==> src/rtl/sbx_pkg.sv <==
package sbx_pkg;
  localparam int DW = 32;
  localparam int NLANE = DW / 8;

  localparam logic [1:0] RG_CTRL = 2'd0;
  localparam logic [1:0] RG_ADDR = 2'd1;
  localparam logic [1:0] RG_DATA = 2'd2;

  localparam int B_INC   = 3;
  localparam int B_RDA   = 4;
  localparam int B_RDD   = 5;
  localparam int B_ERR   = 6;
  localparam int B_BZERR = 9;

  localparam logic [2:0] ERR_NONE  = 3'd0;
  localparam logic [2:0] ERR_BUS   = 3'd2;
  localparam logic [2:0] ERR_ALIGN = 3'd3;
  localparam logic [2:0] ERR_SIZE  = 3'd4;

  localparam logic [2:0] SIZE_MAX = 3'd2;
  localparam logic [2:0] VERSION  = 3'd1;

  typedef enum logic [1:0] {
    ST_IDLE = 2'd0,
    ST_REQ  = 2'd1,
    ST_RSP  = 2'd2
  } eng_state_e;
endpackage

==> src/rtl/sbx_lane.sv <==
module sbx_lane
  import sbx_pkg::*;
(
  input  logic [2:0]      size,
  input  logic [1:0]      off,
  input  logic [DW-1:0]   wdata,
  output logic            size_ok,
  output logic            misalign,
  output logic [NLANE-1:0] strb,
  output logic [DW-1:0]   lane_wdata
);
  logic [2:0] nbytes;
  logic [2:0] off_w;

  assign size_ok  = (size <= SIZE_MAX);
  assign nbytes   = 3'd1 << size[1:0];
  assign off_w    = {1'b0, off};
  assign misalign = ((size == 3'd1) && off[0]) ||
                    ((size == 3'd2) && (off != 2'd0));

  for (genvar b = 0; b < NLANE; b++) begin : g_lane
    localparam logic [2:0] LB = 3'(b);
    assign strb[b] = size_ok && (LB >= off_w) && (LB < off_w + nbytes);
  end

  assign lane_wdata = wdata << {off, 3'b000};
endmodule

==> src/rtl/sbx_engine.sv <==
module sbx_engine
  import sbx_pkg::*;
#(
  parameter int ADDR_W = 32
) (
  input  logic              clk,
  input  logic              rst_n,
  input  logic              start,
  input  logic              start_we,
  input  logic [ADDR_W-1:0] start_addr,
  input  logic [1:0]        start_size,
  input  logic [DW-1:0]     start_wdata,
  input  logic [NLANE-1:0]  start_strb,
  output logic              bus_req_valid,
  input  logic              bus_req_ready,
  output logic              bus_req_we,
  output logic [ADDR_W-1:0] bus_req_addr,
  output logic [DW-1:0]     bus_req_wdata,
  output logic [NLANE-1:0]  bus_req_strb,
  input  logic              bus_rsp_valid,
  output logic              bus_rsp_ready,
  input  logic [DW-1:0]     bus_rsp_rdata,
  input  logic              bus_rsp_err,
  output logic              busy,
  output logic              done,
  output logic              done_err,
  output logic              done_we,
  output logic [1:0]        done_size,
  output logic [DW-1:0]     done_rdata
);
  eng_state_e        st_q;
  logic [ADDR_W-1:0] a_q;
  logic              we_q;
  logic [DW-1:0]     wd_q;
  logic [NLANE-1:0]  sb_q;
  logic [1:0]        sz_q;
  logic [DW-1:0]     shifted;

  always_ff @(posedge clk or negedge rst_n) begin
    if (!rst_n) begin
      st_q <= ST_IDLE;
      a_q  <= '0;
      we_q <= 1'b0;
      wd_q <= '0;
      sb_q <= '0;
      sz_q <= '0;
    end else begin
      unique case (st_q)
        ST_IDLE: if (start) begin
          st_q <= ST_REQ;
          a_q  <= start_addr;
          we_q <= start_we;
          wd_q <= start_wdata;
          sb_q <= start_we ? start_strb : '0;
          sz_q <= start_size;
        end
        ST_REQ:  if (bus_req_ready) st_q <= ST_RSP;
        ST_RSP:  if (bus_rsp_valid) st_q <= ST_IDLE;
        default: st_q <= ST_IDLE;
      endcase
    end
  end

  assign bus_req_valid = (st_q == ST_REQ);
  assign bus_req_we    = we_q;
  assign bus_req_addr  = a_q;
  assign bus_req_wdata = wd_q;
  assign bus_req_strb  = sb_q;
  assign bus_rsp_ready = (st_q == ST_RSP);
  assign busy          = (st_q != ST_IDLE);
  assign done          = (st_q == ST_RSP) && bus_rsp_valid;
  assign done_err      = bus_rsp_err;
  assign done_we       = we_q;
  assign done_size     = sz_q;

  assign shifted = bus_rsp_rdata >> {a_q[1:0], 3'b000};
  always_comb begin
    unique case (sz_q)
      2'd0:    done_rdata = {{(DW-8){1'b0}}, shifted[7:0]};
      2'd1:    done_rdata = {{(DW-16){1'b0}}, shifted[15:0]};
      default: done_rdata = shifted;
    endcase
  end

  p_req_hold_r12: assert property (@(posedge clk) disable iff (!rst_n)
    bus_req_valid && !bus_req_ready |=>
      bus_req_valid && $stable(bus_req_addr) && $stable(bus_req_strb) && $stable(bus_req_wdata))
    else $error("request dropped or changed before ready");

  p_strb_count_r2: assert property (@(posedge clk) disable iff (!rst_n)
    bus_req_valid && bus_req_we |-> $countones(bus_req_strb) == (32'd1 << sz_q))
    else $error("strobe count does not match size");
endmodule

==> src/rtl/sbx_unit.sv <==
module sbx_unit
  import sbx_pkg::*;
#(
  parameter int ADDR_W = 32
) (
  input  logic              clk,
  input  logic              rst_n,
  input  logic              reg_en,
  input  logic              reg_we,
  input  logic [1:0]        reg_addr,
  input  logic [31:0]       reg_wdata,
  output logic [31:0]       reg_rdata,
  output logic              bus_req_valid,
  input  logic              bus_req_ready,
  output logic              bus_req_we,
  output logic [ADDR_W-1:0] bus_req_addr,
  output logic [31:0]       bus_req_wdata,
  output logic [3:0]        bus_req_strb,
  input  logic              bus_rsp_valid,
  output logic              bus_rsp_ready,
  input  logic [31:0]       bus_rsp_rdata,
  input  logic              bus_rsp_err
);
  logic [2:0]        size_q;
  logic              inc_q, rda_q, rdd_q;
  logic [2:0]        err_q, err_d;
  logic              bz_q, bz_d;
  logic [ADDR_W-1:0] addr_q;
  logic [DW-1:0]     data_q;

  logic wr_ctrl, wr_adr, wr_dat, rd_dat;
  logic eng_busy, eng_done, eng_err, eng_we;
  logic [1:0]    eng_size;
  logic [DW-1:0] eng_rdata;
  logic busy_hit, want_rd, want_wr, want, clean, go;
  logic size_ok, misalign;
  logic [ADDR_W-1:0] tgt_addr;
  logic [DW-1:0]     tgt_data, lane_wdata;
  logic [NLANE-1:0]  lane_strb;

  assign wr_ctrl = reg_en && reg_we  && (reg_addr == RG_CTRL);
  assign wr_adr  = reg_en && reg_we  && (reg_addr == RG_ADDR);
  assign wr_dat  = reg_en && reg_we  && (reg_addr == RG_DATA);
  assign rd_dat  = reg_en && !reg_we && (reg_addr == RG_DATA);

  assign busy_hit = eng_busy && (wr_adr || wr_dat || rd_dat);
  assign want_rd  = !eng_busy && ((wr_adr && rda_q) || (rd_dat && rdd_q));
  assign want_wr  = !eng_busy && wr_dat;
  assign want     = want_rd || want_wr;
  assign clean    = (err_q == ERR_NONE) && !bz_q;

  assign tgt_addr = wr_adr ? reg_wdata[ADDR_W-1:0] : addr_q;
  assign tgt_data = wr_dat ? reg_wdata : data_q;

  sbx_lane u_lane (
    .size       (size_q),
    .off        (tgt_addr[1:0]),
    .wdata      (tgt_data),
    .size_ok    (size_ok),
    .misalign   (misalign),
    .strb       (lane_strb),
    .lane_wdata (lane_wdata)
  );

  assign go = want && clean && size_ok && !misalign;

  sbx_engine #(.ADDR_W(ADDR_W)) u_eng (
    .clk           (clk),
    .rst_n         (rst_n),
    .start         (go),
    .start_we      (want_wr),
    .start_addr    (tgt_addr),
    .start_size    (size_q[1:0]),
    .start_wdata   (lane_wdata),
    .start_strb    (lane_strb),
    .bus_req_valid (bus_req_valid),
    .bus_req_ready (bus_req_ready),
    .bus_req_we    (bus_req_we),
    .bus_req_addr  (bus_req_addr),
    .bus_req_wdata (bus_req_wdata),
    .bus_req_strb  (bus_req_strb),
    .bus_rsp_valid (bus_rsp_valid),
    .bus_rsp_ready (bus_rsp_ready),
    .bus_rsp_rdata (bus_rsp_rdata),
    .bus_rsp_err   (bus_rsp_err),
    .busy          (eng_busy),
    .done          (eng_done),
    .done_err      (eng_err),
    .done_we       (eng_we),
    .done_size     (eng_size),
    .done_rdata    (eng_rdata)
  );

  // Error bookkeeping: clears first, then new events win.
  always_comb begin
    err_d = err_q;
    bz_d  = bz_q;
    if (wr_ctrl) begin
      err_d = err_q & ~reg_wdata[B_ERR +: 3];
      bz_d  = bz_q  & ~reg_wdata[B_BZERR];
    end
    if (busy_hit) bz_d = 1'b1;
    if (want && clean && !size_ok)      err_d = ERR_SIZE;
    else if (want && clean && misalign) err_d = ERR_ALIGN;
    if (eng_done && eng_err) err_d = ERR_BUS;
  end

  always_ff @(posedge clk or negedge rst_n) begin
    if (!rst_n) begin
      size_q <= SIZE_MAX;
      inc_q  <= 1'b0;
      rda_q  <= 1'b0;
      rdd_q  <= 1'b0;
      err_q  <= ERR_NONE;
      bz_q   <= 1'b0;
      addr_q <= '0;
      data_q <= '0;
    end else begin
      err_q <= err_d;
      bz_q  <= bz_d;
      if (wr_ctrl) begin
        size_q <= reg_wdata[2:0];
        inc_q  <= reg_wdata[B_INC];
        rda_q  <= reg_wdata[B_RDA];
        rdd_q  <= reg_wdata[B_RDD];
      end
      if (wr_adr && !eng_busy)
        addr_q <= reg_wdata[ADDR_W-1:0];
      else if (eng_done && !eng_err && inc_q)
        addr_q <= addr_q + (ADDR_W'(1) << eng_size);
      if (wr_dat && !eng_busy)
        data_q <= reg_wdata;
      else if (eng_done && !eng_err && !eng_we)
        data_q <= eng_rdata;
    end
  end

  always_comb begin
    unique case (reg_addr)
      RG_CTRL: reg_rdata = {VERSION, 15'd0, 3'b111, eng_busy, bz_q, err_q,
                            rdd_q, rda_q, inc_q, size_q};
      RG_ADDR: reg_rdata = 32'(addr_q);
      RG_DATA: reg_rdata = data_q;
      default: reg_rdata = '0;
    endcase
  end

  p_start_clean_r11: assert property (@(posedge clk) disable iff (!rst_n)
    $rose(bus_req_valid) |-> ($past(err_q) == ERR_NONE) && !$past(bz_q))
    else $error("access started with an error pending");

  p_err_clear_r9: assert property (@(posedge clk) disable iff (!rst_n)
    wr_ctrl && (reg_wdata[B_ERR +: 3] == 3'b111) && !eng_done |=> err_q == ERR_NONE)
    else $error("error code not cleared");

  p_noinc_err_r6: assert property (@(posedge clk) disable iff (!rst_n)
    eng_done && eng_err |=> $stable(addr_q))
    else $error("address moved after failed access");

  p_bus_err_r7: assert property (@(posedge clk) disable iff (!rst_n)
    eng_done && eng_err |=> err_q == ERR_BUS)
    else $error("bus error not recorded");

  p_busy_sticky_r10: assert property (@(posedge clk) disable iff (!rst_n)
    busy_hit |=> bz_q)
    else $error("busy-error not set");
endmodule

==> config.mk <==
export PLATFORM = sky130hd
export DESIGN_NAME = sbx_unit
export DESIGN_NICKNAME = d
export VERILOG_FILES = /design/src/rtl/sbx_pkg.sv /design/src/rtl/sbx_lane.sv /design/src/rtl/sbx_engine.sv /design/src/rtl/sbx_unit.sv
export SDC_FILE = /design/constraint.sdc
export NUM_CORES = 1
export LEC_CHECK = 0
export ABC_AREA = 1
export CAP_MARGIN = 20
export CORE_ASPECT_RATIO = 0.5
export CORE_MARGIN = 2
export CORE_UTILIZATION = 45
export CTS_BUF_LIST = sky130_fd_sc_hd__clkbuf_4 sky130_fd_sc_hd__clkbuf_8
export DETAILED_ROUTE_END_ITERATION = 16
export DONT_BUFFER_PORTS = 1
export PLACE_DENSITY = 0.66
export SYNTH_ARGS = -nofsm -noshare
export SYNTH_HDL_FRONTEND = slang
export SYNTH_SLANG_ARGS = --single-unit
==> constraint.sdc <==
create_clock -name clk -period 2.1 [get_ports clk]
set_input_delay 0.105 -clock clk [delete_from_list [all_inputs] [get_ports clk]]
set_output_delay 0.105 -clock clk [all_outputs]
set_load 0.01 [all_outputs]
# --- Word level (Yosys, flattened, before mapping) ---
# Index checks and enable logic that the tools add are counted.
totals:
  reg_bits: 147
  in_bits: 73
op_classes:
  shift: 4
  mux: 19
  reduce_logical: 57
  n_lt_le_gt_ge: 9
  addsub: 2
  bitwise: 4
  n_eq_ne: 10
op_table:
  columns: ["operator", "n"]
  rows:
  - ["$mux W32", 6]
  - ["$pmux W32 S3", 1]
  - ["$pmux W32 S2", 1]
  - ["$logic_and A1 B1 Y1", 33]
  - ["$add A32 B32 Y32", 1]
  - ["$shl A1 B2 Y32 const A", 1]
  - ["$shl A32 B5 Y32", 1]
  - ["$shr A32 B5 Y32", 1]
  - ["$mux W3", 4]
  - ["$reduce_bool A2 Y1", 5]
  - ["$logic_not A1 Y1", 7]
  - ["$eq A2 B1 Y1 const B", 3]
  - ["$logic_not A2 Y1", 3]
  - ["$lt A1 B3 Y1 const A", 2]
  - ["$lt A2 B3 Y1 const A", 2]
  - ["$mux W2", 3]
  - ["$pmux W2 S3", 1]
  - ["$logic_or A1 B1 Y1", 5]
  - ["$eq A2 B2 Y1 const B", 2]
  - ["$ge A1 B2 Y1 const A", 2]
  - ["$ge A2 B2 Y1 const A", 2]
  - ["$mux W4", 1]
  - ["$ne A2 B2 Y1 const B", 2]
  - ["$reduce_bool A4 Y1", 1]
  - ["other kinds (14)", 15]

# --- Logic depth before layout (Yosys ltp) ---
# Gate-level depths: netlist (run 1).
depth:
  depth_word: 12
  ltp_mapped: 16

# --- Cells and area by module ---
# Synthesis (run 1) repeated with hierarchy kept, for this count alone.
hier_totals:
  cells_unflattened: 1480
  hier_area_um2: 9804.4
modules_own_cells:
  columns: ["mod", "area_per_inst_um2", "n_inst", "cells_each"]
  rows:
  - ["sbx_unit", 5634.2, 1, 853]
  - ["sbx_engine", 3500.9, 1, 483]
  - ["sbx_lane", 669.4, 1, 144]

# --- Worst setup path before layout (run 1) ---
# No wires, ideal clock.
synth_timing:
  path_type: "register -> register"
  start: "register u_eng.sz_q[0], in the netlist u_eng.done_size[0]"
  end: "register addr_q[18]"
  synth_period_minus_slack_ps: 1982
  n_path_buf: 1
  t_arrival_ps: 1864
  path_slack_ps: 118
  path_stages_with_launch: 14
  cell_sequence: "dfrtp_1 > clkbuf_1 > nand2_1 > inv_1 > ha_1 > inv_1 > o21bai_1 > nand2_1 > o21ai_0 > nand2_1 > nand2_1 > nand2_1 > a21oi_1 > nor2_1"
synth_via:
  elab_chain_len: 4
synth_rtl:
  columns: ["element", "line", "rtl"]
  rows:
  - ["from (decl)", "sbx_engine.sv:36", "logic [1:0] sz_q;"]
  - ["from (signal assigned)", "sbx_engine.sv:55", "sz_q <= start_size;"]
  - ["$shl A1 B2 Y32", "sbx_unit.sv:130", "addr_q <= addr_q + (ADDR_W'(1) << eng_size);"]
  - ["$add A32 B32 Y32", "sbx_unit.sv:130", null]
  - ["$mux W32", "sbx_unit.sv:129", "else if (eng_done && !eng_err && inc_q)"]
  - ["$mux W32", "sbx_unit.sv:127", "if (wr_adr && !eng_busy)"]
  - ["to (signal assigned)", "sbx_unit.sv:128", "addr_q <= reg_wdata[ADDR_W-1:0];"]
  - ["to (signal assigned)", "sbx_unit.sv:130", null]
  - ["to (decl)", "sbx_unit.sv:28", "logic [ADDR_W-1:0] addr_q;"]
# Every way passes these cells. The select of a mux whose other input is x is not followed.
# A chain may end at the register's enable or synchronous reset.

# --- Worst setup path after layout (run 1) ---
layout_timing:
  start: "register addr_q[1]"
  end: "register u_eng.sz_q[1], in the netlist u_eng.done_size[1]"
layout_via:
  elab_chain_len: 7
layout_rtl:
  columns: ["element", "line", "rtl"]
  rows:
  - ["$mux W32", "sbx_unit.sv:52", "assign tgt_addr = wr_adr ? reg_wdata[ADDR_W-1:0] : addr_q;"]
  - ["$reduce_bool A2 Y1", "sbx_lane.sv:19", "((size == 3'd2) && (off != 2'd0));"]
  - ["$logic_and A1 B1 Y1", "sbx_lane.sv:19", null]
  - ["$logic_or A1 B1 Y1", "sbx_lane.sv:18", "assign misalign = ((size == 3'd1) && off[0]) ||"]
  - ["$logic_not A1 Y1", "sbx_unit.sv:65", "assign go = want && clean && size_ok && !misalign;"]
  - ["$logic_and A1 B1 Y1", "sbx_unit.sv:65", null]
  - ["$reduce_and A2 Y1 (no source line)", null, null]
# Every way passes these cells.

==> results of run 1 <==
[flip-flops by register name, indices dropped and copies added (netlist names)]
register and count:
bz_q 1, addr_q 32, u_eng.st_q 2, u_eng.bus_req_we 1, u_eng.done_size 2, u_eng.bus_req_wdata 32
inc_q 1, rdd_q 1, size_q 3, err_q 3, u_eng.bus_req_strb 4, u_eng.bus_req_addr 32
rda_q 1, data_q 32
[layer usage]
metal | up-vias | GRT usage, % | part of all wire [%]
li1 | 4752 | - | -
met1 | 4986 | 50.47 | 44
met2 | 616 | 48.93 | 40
met3 | 103 | 11.61 | 12
met4 | 2 | 10.64 | 3.1
met5 | - | 0 | 0.050
[how the worst max path moves through the flow]
stage / slack (ns) / depth (start not counted) / from / end
3_3_place_gp: 0.02 / 10 / reg_addr[1] / u_eng.done_size[1]
6_report: 0.06 / 10 / addr_q[1] / u_eng.done_size[1]
5_1_grt: -0.03 / 6 / u_eng.bus_req_addr[0] / data_q[5]
4_1_cts: 0.03 / 11 / u_eng.done_size[1] / addr_q[14]
2_1_floorplan: 0.12 / 13 / u_eng.done_size[0] / addr_q[18]
3_5_place_dp: -0.05 / 12 / u_eng.done_size[1] / addr_q[13]
[power groups by stage]
stage	clock, mW	combinational (mW)	sequential (mW)
after floorplan	0	4.37	4.89
after global placement	0	6.48	5.22
after detailed placement	0	6.58	5.24
after CTS	2.40	6.80	5.20
after global routing	2.53	7.94	5.37
final	2.39	7.28	5.24
[through the flow]
step | cell area (µm²) | TNS, ns | util, %
after global routing | 11190 | -0.1169 | 54.69
after floorplan | 9370 | 0 | -
after CTS | 11020 | 0 | 53.83
after global placement | 9940 | 0 | 48.58
final | 11190 | 0 | 54.69
after detailed placement | 9940 | -0.04707 | 48.58
[final cells by class]
| cell class | count | area, µm² | share of cell area, % |
|---|---|---|---|
| inverters | 146 | 566.8 | 5.065 |
| multi-input cells | 1019 | 4913 | 43.91 |
| clock inverters | 11 | 126.4 | 1.129 |
| repair buffers | 141 | 1284 | 11.47 |
| well taps | 273 | 341.6 | 3.052 |
| flip-flops and latches | 147 | 3682 | 32.90 |
| clock buffers | 21 | 276.5 | 2.471 |
[logic make-up (layout without fill, tap and decap cells)]
family	count (synthesis)	in the layout
adder cells (fa/ha/maj)	6	6
AO/OA/AOI/OAI	309	309
buffers and inverters	216	319
AND/OR/NAND/NOR	694	694
flip-flops	147	147
multiplexers	5	5
XOR/XNOR	5	5
[cell usage in the layout, fill, tap and decap left out, types with 4 or more instances in the layout]
cell / count
nand2_2: 7
clkinvlp_4: 9
nand3_1: 85
o21ai_1: 65
ha_1: 4
inv_1: 132
dfrtp_1: 144
nor3_1: 9
o221ai_1: 31
a21oi_1: 27
nor2_1: 76
nand4_1: 20
o211ai_1: 4
dlygate4sd3_1: 67
mux2i_1: 5
buf_4: 68
nor2_4: 6
o21ai_0: 126
nand2_1: 470
o22ai_1: 34
buf_12: 4
inv_2: 7
nor2_2: 7
a22oi_1: 5
clkbuf_8: 19
[what timing repair did]
action / CTS / global route
gates resized for setup: 2 / 33
setup endpoints to repair: 2 / 74
hold endpoints to repair: 249 / 147
setup buffers: 0 / 11
pin swaps: 0 / 6
==> impl_metrics.toml, run 1 <==
[logic_synthesis]
synth-compound-area-share_pct = 18.89
synth.largest_area_cell = "dfrtp_1"
yosys-top-cells-area = "dfrtp_1, nand2_1, o21ai_0"
synth.avg_cell_area_um2 = 6.780
yosys.area_share.xor_xnor_pct = 0.4674
synthArstFlopShare_pct = 100.0
synth_top_family_by_area = "simple AND/OR/NAND/NOR gates"
synth_edf_count = 0
dominantRegCellSynth = "dfrtp_1"
yosysTopAreaCellShare_pct = 38.99
synth_simple_gate_area_share_pct = 30.79
synthAdderAreaFrac_pct = 0.8813
synth_common_cells = "nand2_1, dfrtp_1, inv_1"
synth-seq-area-share_pct = 39.27
ys_ff_latch = 147
synthCells = 1382
synth.most_common_cell = "nand2_1"
synth_cell_types = 46
synth_area_um2 = 9370
synth_nets = 1461
synth_mux_area_share_pct = 0.5341
ys_warn_count = 0

[power]
swShare_pct = 48.81
comb_power_share_pct = 48.8
power.leakage_nw = 5.358
p_per_area_nw_per_um2 = 1332
power.switching_mw = 7.275
p_total_mw = 14.90
p_clk_share_pct = 16.0
ir_drop_mv = 0.4752
power_frac_seq_pct = 35.2
power.internal_mw = 7.629

[placed_design]
dp_hpwl_um = 28300
io_buffer_count = 0
place_ws_ns = -0.04548
dp.cells = 1649
place_congestion = 1.033

[status]
violations = "hold timing"
status = "finished, violations left"

[worst_setup_path]
crit_path_start_kind = "flop"
cp.required_ns = 2.44
worstPathMaxFanout = 4
arrival_ns = 2.38
worstReg2RegEnd = "u_eng.done_size[1]"
path_buf_inv = 3
path_common_cell = "nand2_1"
r2r_setup_slack_ns = 0.06
slowest_stage = "dfrtp_1"
rr_worst_depth = 10
endpoint_kind = "flop"
path_cells = "inv_1, buf_4, nand2_1, o21ai_1, nand2_1, nand2_1, nand3_4, inv_1, nand2_1, o21ai_1"
critical_path.top_delay_family = "simple AND/OR/NAND/NOR gates"
cpPeakStageDelay_ns = 0.43
r2r_start = "addr_q[1]"
criticalPathCategory = "reg2reg"

[final_layout]
drive_gt1_share_pct = 10.57
syn_to_final_growth_pct = 19.43
final_cells = 1758
nets = 1551
antennaDiodeCount = 0
fill_cells = 2038

[global_route]
antenna_found_initial = 1
grt_overflow = 0
first_global_vias = 9514
grt_max_degree = 148
grt_first_pass_wirelength_um = 57570
grt_usage_pct = 34.87

[route]
vias_per_cell = 5.949
via_count = 10460
antenna_left = 0
drt-pass1-iter-count = 6
drc = 0
dr.first_iter.drc_count = 1366
avgRoutedWirePerCell_um = 21.68
wl_um = 38110

[timing]
timing.slew.headroom_pct = 51.85
whs_ns = -0.7107
period_share_pct = 97.24
final.min_clock_period_ns = 2.042
drv_slew = 0
hold_viol_final = 147
finalSetupViolCount = 0
tightest_slew_ns = 0.7147
grt_setup_unrepaired = "true"
max_freq_mhz = 489.7
timing.final.ws_setup_ns = 0.05798
fin_skew_ns = 0.01655

[floorplanning]
fp-row-count = 37
die_x_um = 208.1
core-area_um2 = 20460
floorplan.initialDensity_pct = 45.79
die-area_um2 = 22060
io-pin-count = 176
die_y_um = 106.0

[clocking]
clk_latency_ns = 0.50
cts_tree = "yes"
cts_hold_buf = 67
clkTransAtPathRegs_ns = 0.09
htreeDepth = 4
cts.path.max_buffers = 2
cts_root_buffer = "clkbuf_8"
cts_buffers = 17
cts_sinks = 147

[min_path]
hp-class = "in2async"

[flow_run]
cap_violations = 0
No activity file was read; power rests on OpenSTA's default activity.
==> run 2, diff against run 1 <==
- CELL_PAD_IN_SITES_DETAIL_PLACEMENT: default -> 1
- CELL_PAD_IN_SITES_GLOBAL_PLACEMENT: default -> 1
- PLACE_DENSITY: 0.66 -> 0.86
- clock period: 2.1 -> 2.65 ns (I/O delays scaled with it)
==> run 2 against run 1 <==
Effect of this change: the flow still finishes with violations (hold timing); largest cell class unchanged; maximum frequency is 20% lower; setup slack better by 0.055 ns; cell area is 5.3% lower.
==> impl_metrics.toml, run 2 (same netlist as run 1, synthesis figures left out) <==
[timing]
period_share_pct = 95.73
grt_setup_unrepaired = "false"
fin_skew_ns = 0.02211
whs_ns = -0.6589
timing.slew.headroom_pct = 54.78
tightest_slew_ns = 0.6712
final.min_clock_period_ns = 2.537
finalSetupViolCount = 0
hold_viol_final = 147
max_freq_mhz = 394.2
drv_slew = 0
tns_ns = 0

[global_route]
grt_use_met2_pct = 57.24
grt_most_used_layer = "met2"
first_global_vias = 10360
met1_usage_pct = 53.70
grt_first_pass_wirelength_um = 63550
grt_overflow = 0
grt_usage_pct = 38.46
grt_use_met3_pct = 10.13
grt_max_degree = 148
antenna_found_initial = 2

[final_layout]
syn_to_final_growth_pct = 13.13
layout_commonest_cell = "nand2_1"
drive_gt1_share_pct = 5.837
nets = 1489
postLayoutCellArea_um2 = 10600
final_cell_mix = "nand2_1, dfrtp_1, inv_1, o21ai_0, nand3_1"
fill_cells = 2701

[clocking]
cts_hold_buf = 52
htreeDepth = 4
cts_tree = "yes"
postCtsSetupBuffers = 0
clk_latency_ns = 0.51
cts.path.max_buffers = 2
cts_buffers = 17
clkTransAtPathRegs_ns = 0.09
cts_root_buffer = "clkbuf_8"
cts_sinks = 147

[floorplanning]
die_y_um = 106.0
floorplan.initialDensity_pct = 45.79
fp-row-count = 37
die_x_um = 208.1
io-pin-count = 176
core-area_um2 = 20460
die-area_um2 = 22060

[status]
status = "finished, violations left"
violations = "hold timing"

[worst_setup_path]
worstPathMaxFanout = 41
arrival_ns = 2.97
rr_worst_depth = 10
r2r_start = "u_eng.st_q[1]"
r2r_setup_slack_ns = 0.11
endpoint_kind = "flop"
cp.required_ns = 3.08
worstReg2RegEnd = "data_q[12]"
criticalPathCategory = "reg2reg"
crit_path_start_kind = "flop"

[route]
wl_um = 42020
vias_per_cell = 6.269
antenna_left = 0
dr.first_iter.drc_count = 1495
via_count = 10630
drc = 0
drt-pass1-iter-count = 8
avgRoutedWirePerCell_um = 24.78

[placed_design]
io_buffer_count = 0
place_congestion = 0.9670
dp_hpwl_um = 30280
post_dp_cell_area_um2 = 9612

[power]
power.leakage_nw = 5.083
p_total_mw = 11.76
ir_drop_mv = 0.4208
p_per_area_nw_per_um2 = 1109

[min_path]
hp-class = "in2async"

[flow_run]
cap_violations = 0
==> run 2: cell count changes in the layout (fill, tap and decap cells not counted), moves of 5 or more <==
cell | before | now
buf_4 | 68 | 26
dlygate4sd3_1 | 67 | 52
clkinvlp_4 | 9 | 1
inv_1 | 132 | 139
nand2_1 | 470 | 475
nand2_2 | 7 | 2
nor2_1 | 76 | 81
==> run 2: timing repair <==
action | CTS | global route
endpoints found under the setup margin | 0 | 4
resized for setup | 0 | 2
hold endpoints to repair | 236 | 147
==> run 2: cell type report <==
type / count / area (µm²) / area share (%)
Antenna cell: 1 / 2.502 / 0.02361
Sequential cell: 147 / 3680 / 34.71
Timing Repair Buffer: 79 / 726.9 / 6.858
Clock buffer: 23 / 310.3 / 2.927
Multi-Input combinational cell: 1019 / 4840 / 45.66
Clock inverter: 8 / 147.6 / 1.393
Tap cell: 273 / 341.6 / 3.222
Inverter: 146 / 551.8 / 5.205
==> run 2: worst max-delay path by stage <==
stage / startpoint / endpoint / slack [ns] / cells after the start
2_1_floorplan: u_eng.done_size[0] / addr_q[18] / 0.67 / 13
3_3_place_gp: u_eng.st_q[1] / addr_q[7] / 0.38 / 10
3_5_place_dp: u_eng.st_q[1] / addr_q[7] / 0.26 / 10
4_1_cts: u_eng.st_q[1] / data_q[12] / 0.16 / 10
5_1_grt: u_eng.st_q[1] / addr_q[7] / 0.03 / 10
6_report: u_eng.st_q[1] / data_q[12] / 0.11 / 10
==> run 2: stage by stage <==
stage	std cells	hold slack, ns	worst slack, ns	utilization [%]
after floorplan	1382	-0.1631	0.6685	-
after global placement	1612	-0.1595	0.3782	46.97
after detailed placement	1612	-0.1605	0.2616	46.97
after CTS	1695	-0.6983	0.1580	51.75
after global routing	1695	-0.6863	0.03001	51.79
final	1696	-0.6589	0.1132	51.80
==> run 2: power by group <==
part	total (mW)	switching [mW]	internal, mW
clock network	2.11	0.956	1.16
logic	5.44	3.82	1.62
registers	4.21	1.05	3.15
==> run 2: per-layer routing <==
layer  up-vias  wire length [µm]
li1       4608                 -
met1      5296             17840
met2       609             17960
met3       120              4676
met4         0              1551
met5         -                 0
==> run 2: critical path, cell delays in order (launching register included) <==
cell and delay [ns]:
dfrtp_1 0.46, inv_1 0.10, nor2_1 0.14, nand2_1 0.07
nor2_1 0.29, nand2_1 0.17, nand2_1 0.14, buf_6 0.29
nand3_1 0.12, o211ai_1 0.10, dlygate4sd3_1 0.59
==> run 3, diff against run 2 <==
==> constraint.sdc (replaced) <==
create_clock -name clk -period 2.65 [get_ports clk]
set_input_delay 0.3975 -clock clk [delete_from_list [all_inputs] [get_ports clk]]
set_output_delay 0.3975 -clock clk [all_outputs]
set_load 0.01 [all_outputs]
==> run 3 against run 2 <==
Effect of this change: the run still ends with hold timing left; hold slack improved by 0.26 ns; cell area shrank 4.5%; setup slack improved by 0.088 ns; via count is 3.5% lower; power fell by 2.4%; sequential share of layout area rose by 1.6 points; sequential power about the same; critical path type unchanged; critical endpoint is now addr_q[3].
==> impl_metrics.toml, run 3 (same netlist as run 1, synthesis figures left out) <==
[status]
status = "finished, violations left"
violations = "hold timing"

[worst_setup_path]
crit_path_start_kind = "flop"
endpoint_kind = "flop"
path_cells = "inv_1, nor2_1, nand2_1, nor2_1, nand2_1, nand2_1, inv_1, nand2_1, o221ai_1"
slowest_stage = "dfrtp_1"
path_depth = 9
cpPeakStageDelay_ns = 0.44
path_common_cell = "nand2_1"
arrival_ns = 2.78
critical_path.top_delay_family = "simple AND/OR/NAND/NOR gates"
crit_path_start = "u_eng.st_q[1]"
rr_worst_depth = 9
criticalPathCategory = "reg2reg"
cp.required_ns = 2.98
worstPathMaxFanout = 13
r2r_start = "u_eng.st_q[1]"
path_buf_inv = 2

[floorplanning]
io-pin-count = 176
die_y_um = 106.0
core-area_um2 = 20460
floorplan.initialDensity_pct = 45.79
fp-row-count = 37
die-area_um2 = 22060
die_x_um = 208.1

[timing]
drv_slew = 0
finalSetupViolCount = 0
tns_ns = 0
period_share_pct = 92.43
max_freq_mhz = 408.3
fin_skew_ns = 0.01737
hold_viol_final = 147
whs_ns = -0.4015
timing.slew.headroom_pct = 53.77
final.min_clock_period_ns = 2.449
tightest_slew_ns = 0.6862
grt_setup_unrepaired = "false"

[clocking]
cts_buffers = 17
cts_sinks = 147
cts_root_buffer = "clkbuf_8"
cts_hold_buf = 2
clk_latency_ns = 0.49
clkTransAtPathRegs_ns = 0.09
htreeDepth = 4
postCtsSetupBuffers = 0
cts.path.max_buffers = 2
cts_tree = "yes"

[final_layout]
syn_to_final_growth_pct = 8.012
final_cells = 1649
layout_commonest_cell = "nand2_1"
antennaDiodeCount = 0
seq_area_um2 = 3680
drive_gt1_share_pct = 6.250
fill_cells = 2703
multi_input_area_um2 = 4840
nets = 1443
final_cell_mix = "nand2_1, dfrtp_1, inv_1, o21ai_0, nand3_1"

[placed_design]
place_congestion = 0.9886
dp_hpwl_um = 30140
dp.cells = 1616
io_buffer_count = 0

[route]
wl_um = 39440
dr.first_iter.drc_count = 1257
wl_met3_um = 3474
via_count = 10260
highest_layer = "met5"
drc = 0
antenna_left = 0
drt-pass1-iter-count = 5
wl_met1_um = 17330
vias_per_cell = 6.220
avgRoutedWirePerCell_um = 23.92
dr_wl_met2_um = 17250

[global_route]
grt_usage_pct = 35.82
grt_overflow = 0
grt_first_pass_wirelength_um = 59970
antenna_found_initial = 0
grt_max_degree = 148
first_global_vias = 10080

[flow_run]
cap_violations = 0

[power]
ir_drop_mv = 0.3605
power.leakage_nw = 4.890
p_per_area_nw_per_um2 = 1134
p_total_mw = 11.48

[min_path]
hp-class = "in2async"
[run 3: cell count changes in the layout (fill, tap and decap cells not counted), sizes merged]
| cell | previous run | this run |
|---|---|---|
| diode | 1 | 0 |
| clkbuf | 23 | 20 |
| buf | 27 | 31 |
| dlygate4sd3 | 52 | 2 |
| clkinvlp | 1 | 3 |
| inv | 142 | 144 |
| clkinv | 7 | 6 |
[run 3: repair_timing]
action / 4_1_cts / 5_1_grt
resized for setup: 0 / 1
setup endpoints to repair: 0 / 1
endpoints found under the hold margin: 149 / 147
[run 3: where the power goes]
part           switching [mW]  total (mW)  leakage (nW)  internal, mW
clock                   0.986        2.07         0.215          1.09
combinational            3.67        5.21          2.80          1.54
sequential               1.05        4.20          1.87          3.15
[run 3: cell type report]
| class | instances | area share, % |
|---|---|---|
| multi-input combinational | 1019 | 47.82 |
| tap | 273 | 3.375 |
| sequential | 147 | 36.36 |
| clock inverter | 11 | 1.755 |
| clock buffer | 20 | 2.658 |
| timing repair buffer | 33 | 2.621 |
| inverter | 146 | 5.415 |
[run 3: worst register-to-register path: stages, from the launching register on]
cell and delay [ns]:
dfrtp_1 0.44, inv_1 0.08, nor2_1 0.16, nand2_1 0.07, nor2_1 0.31, nand2_1 0.34
nand2_1 0.25, inv_1 0.31, nand2_1 0.20, o221ai_1 0.15
[run 3: path summary, 6_finish.rpt]
| check | endpoint | slack [ns] |
|---|---|---|
| min in group clk | inc_q | 0.04 |
| worst min register to register | addr_q[19] | 0.55 |
| max in group asynchronous | u_eng.bus_req_strb[1] | 2.76 |
| worst max-delay path | addr_q[3] | 0.20 |
| worst max register to register | addr_q[3] | 0.20 |
| worst min-delay path | addr_q[9] | -0.40 |
[run 3: layer usage]
layer,vias to the layer above,global-route usage [%]
li1,4533,-
met1,5102,50.20
met2,524,54.58
met3,95,8.183
met4,2,12.06
met5,-,2.069
[run 3: metrics by stage]
stage          setup slack, ns  utilization, %  hold WS [ns]  cell area (µm²)
6_report                0.2007           49.46       -0.4015            10120
5_1_grt                0.03235           49.46       -0.4090            10120
4_1_cts                 0.2672           49.46       -0.4200            10120
3_5_place_dp            0.2681           47.18        0.1070             9654
3_3_place_gp            0.3638           47.18        0.1086             9654
2_1_floorplan           0.4405               -        0.1019             9370
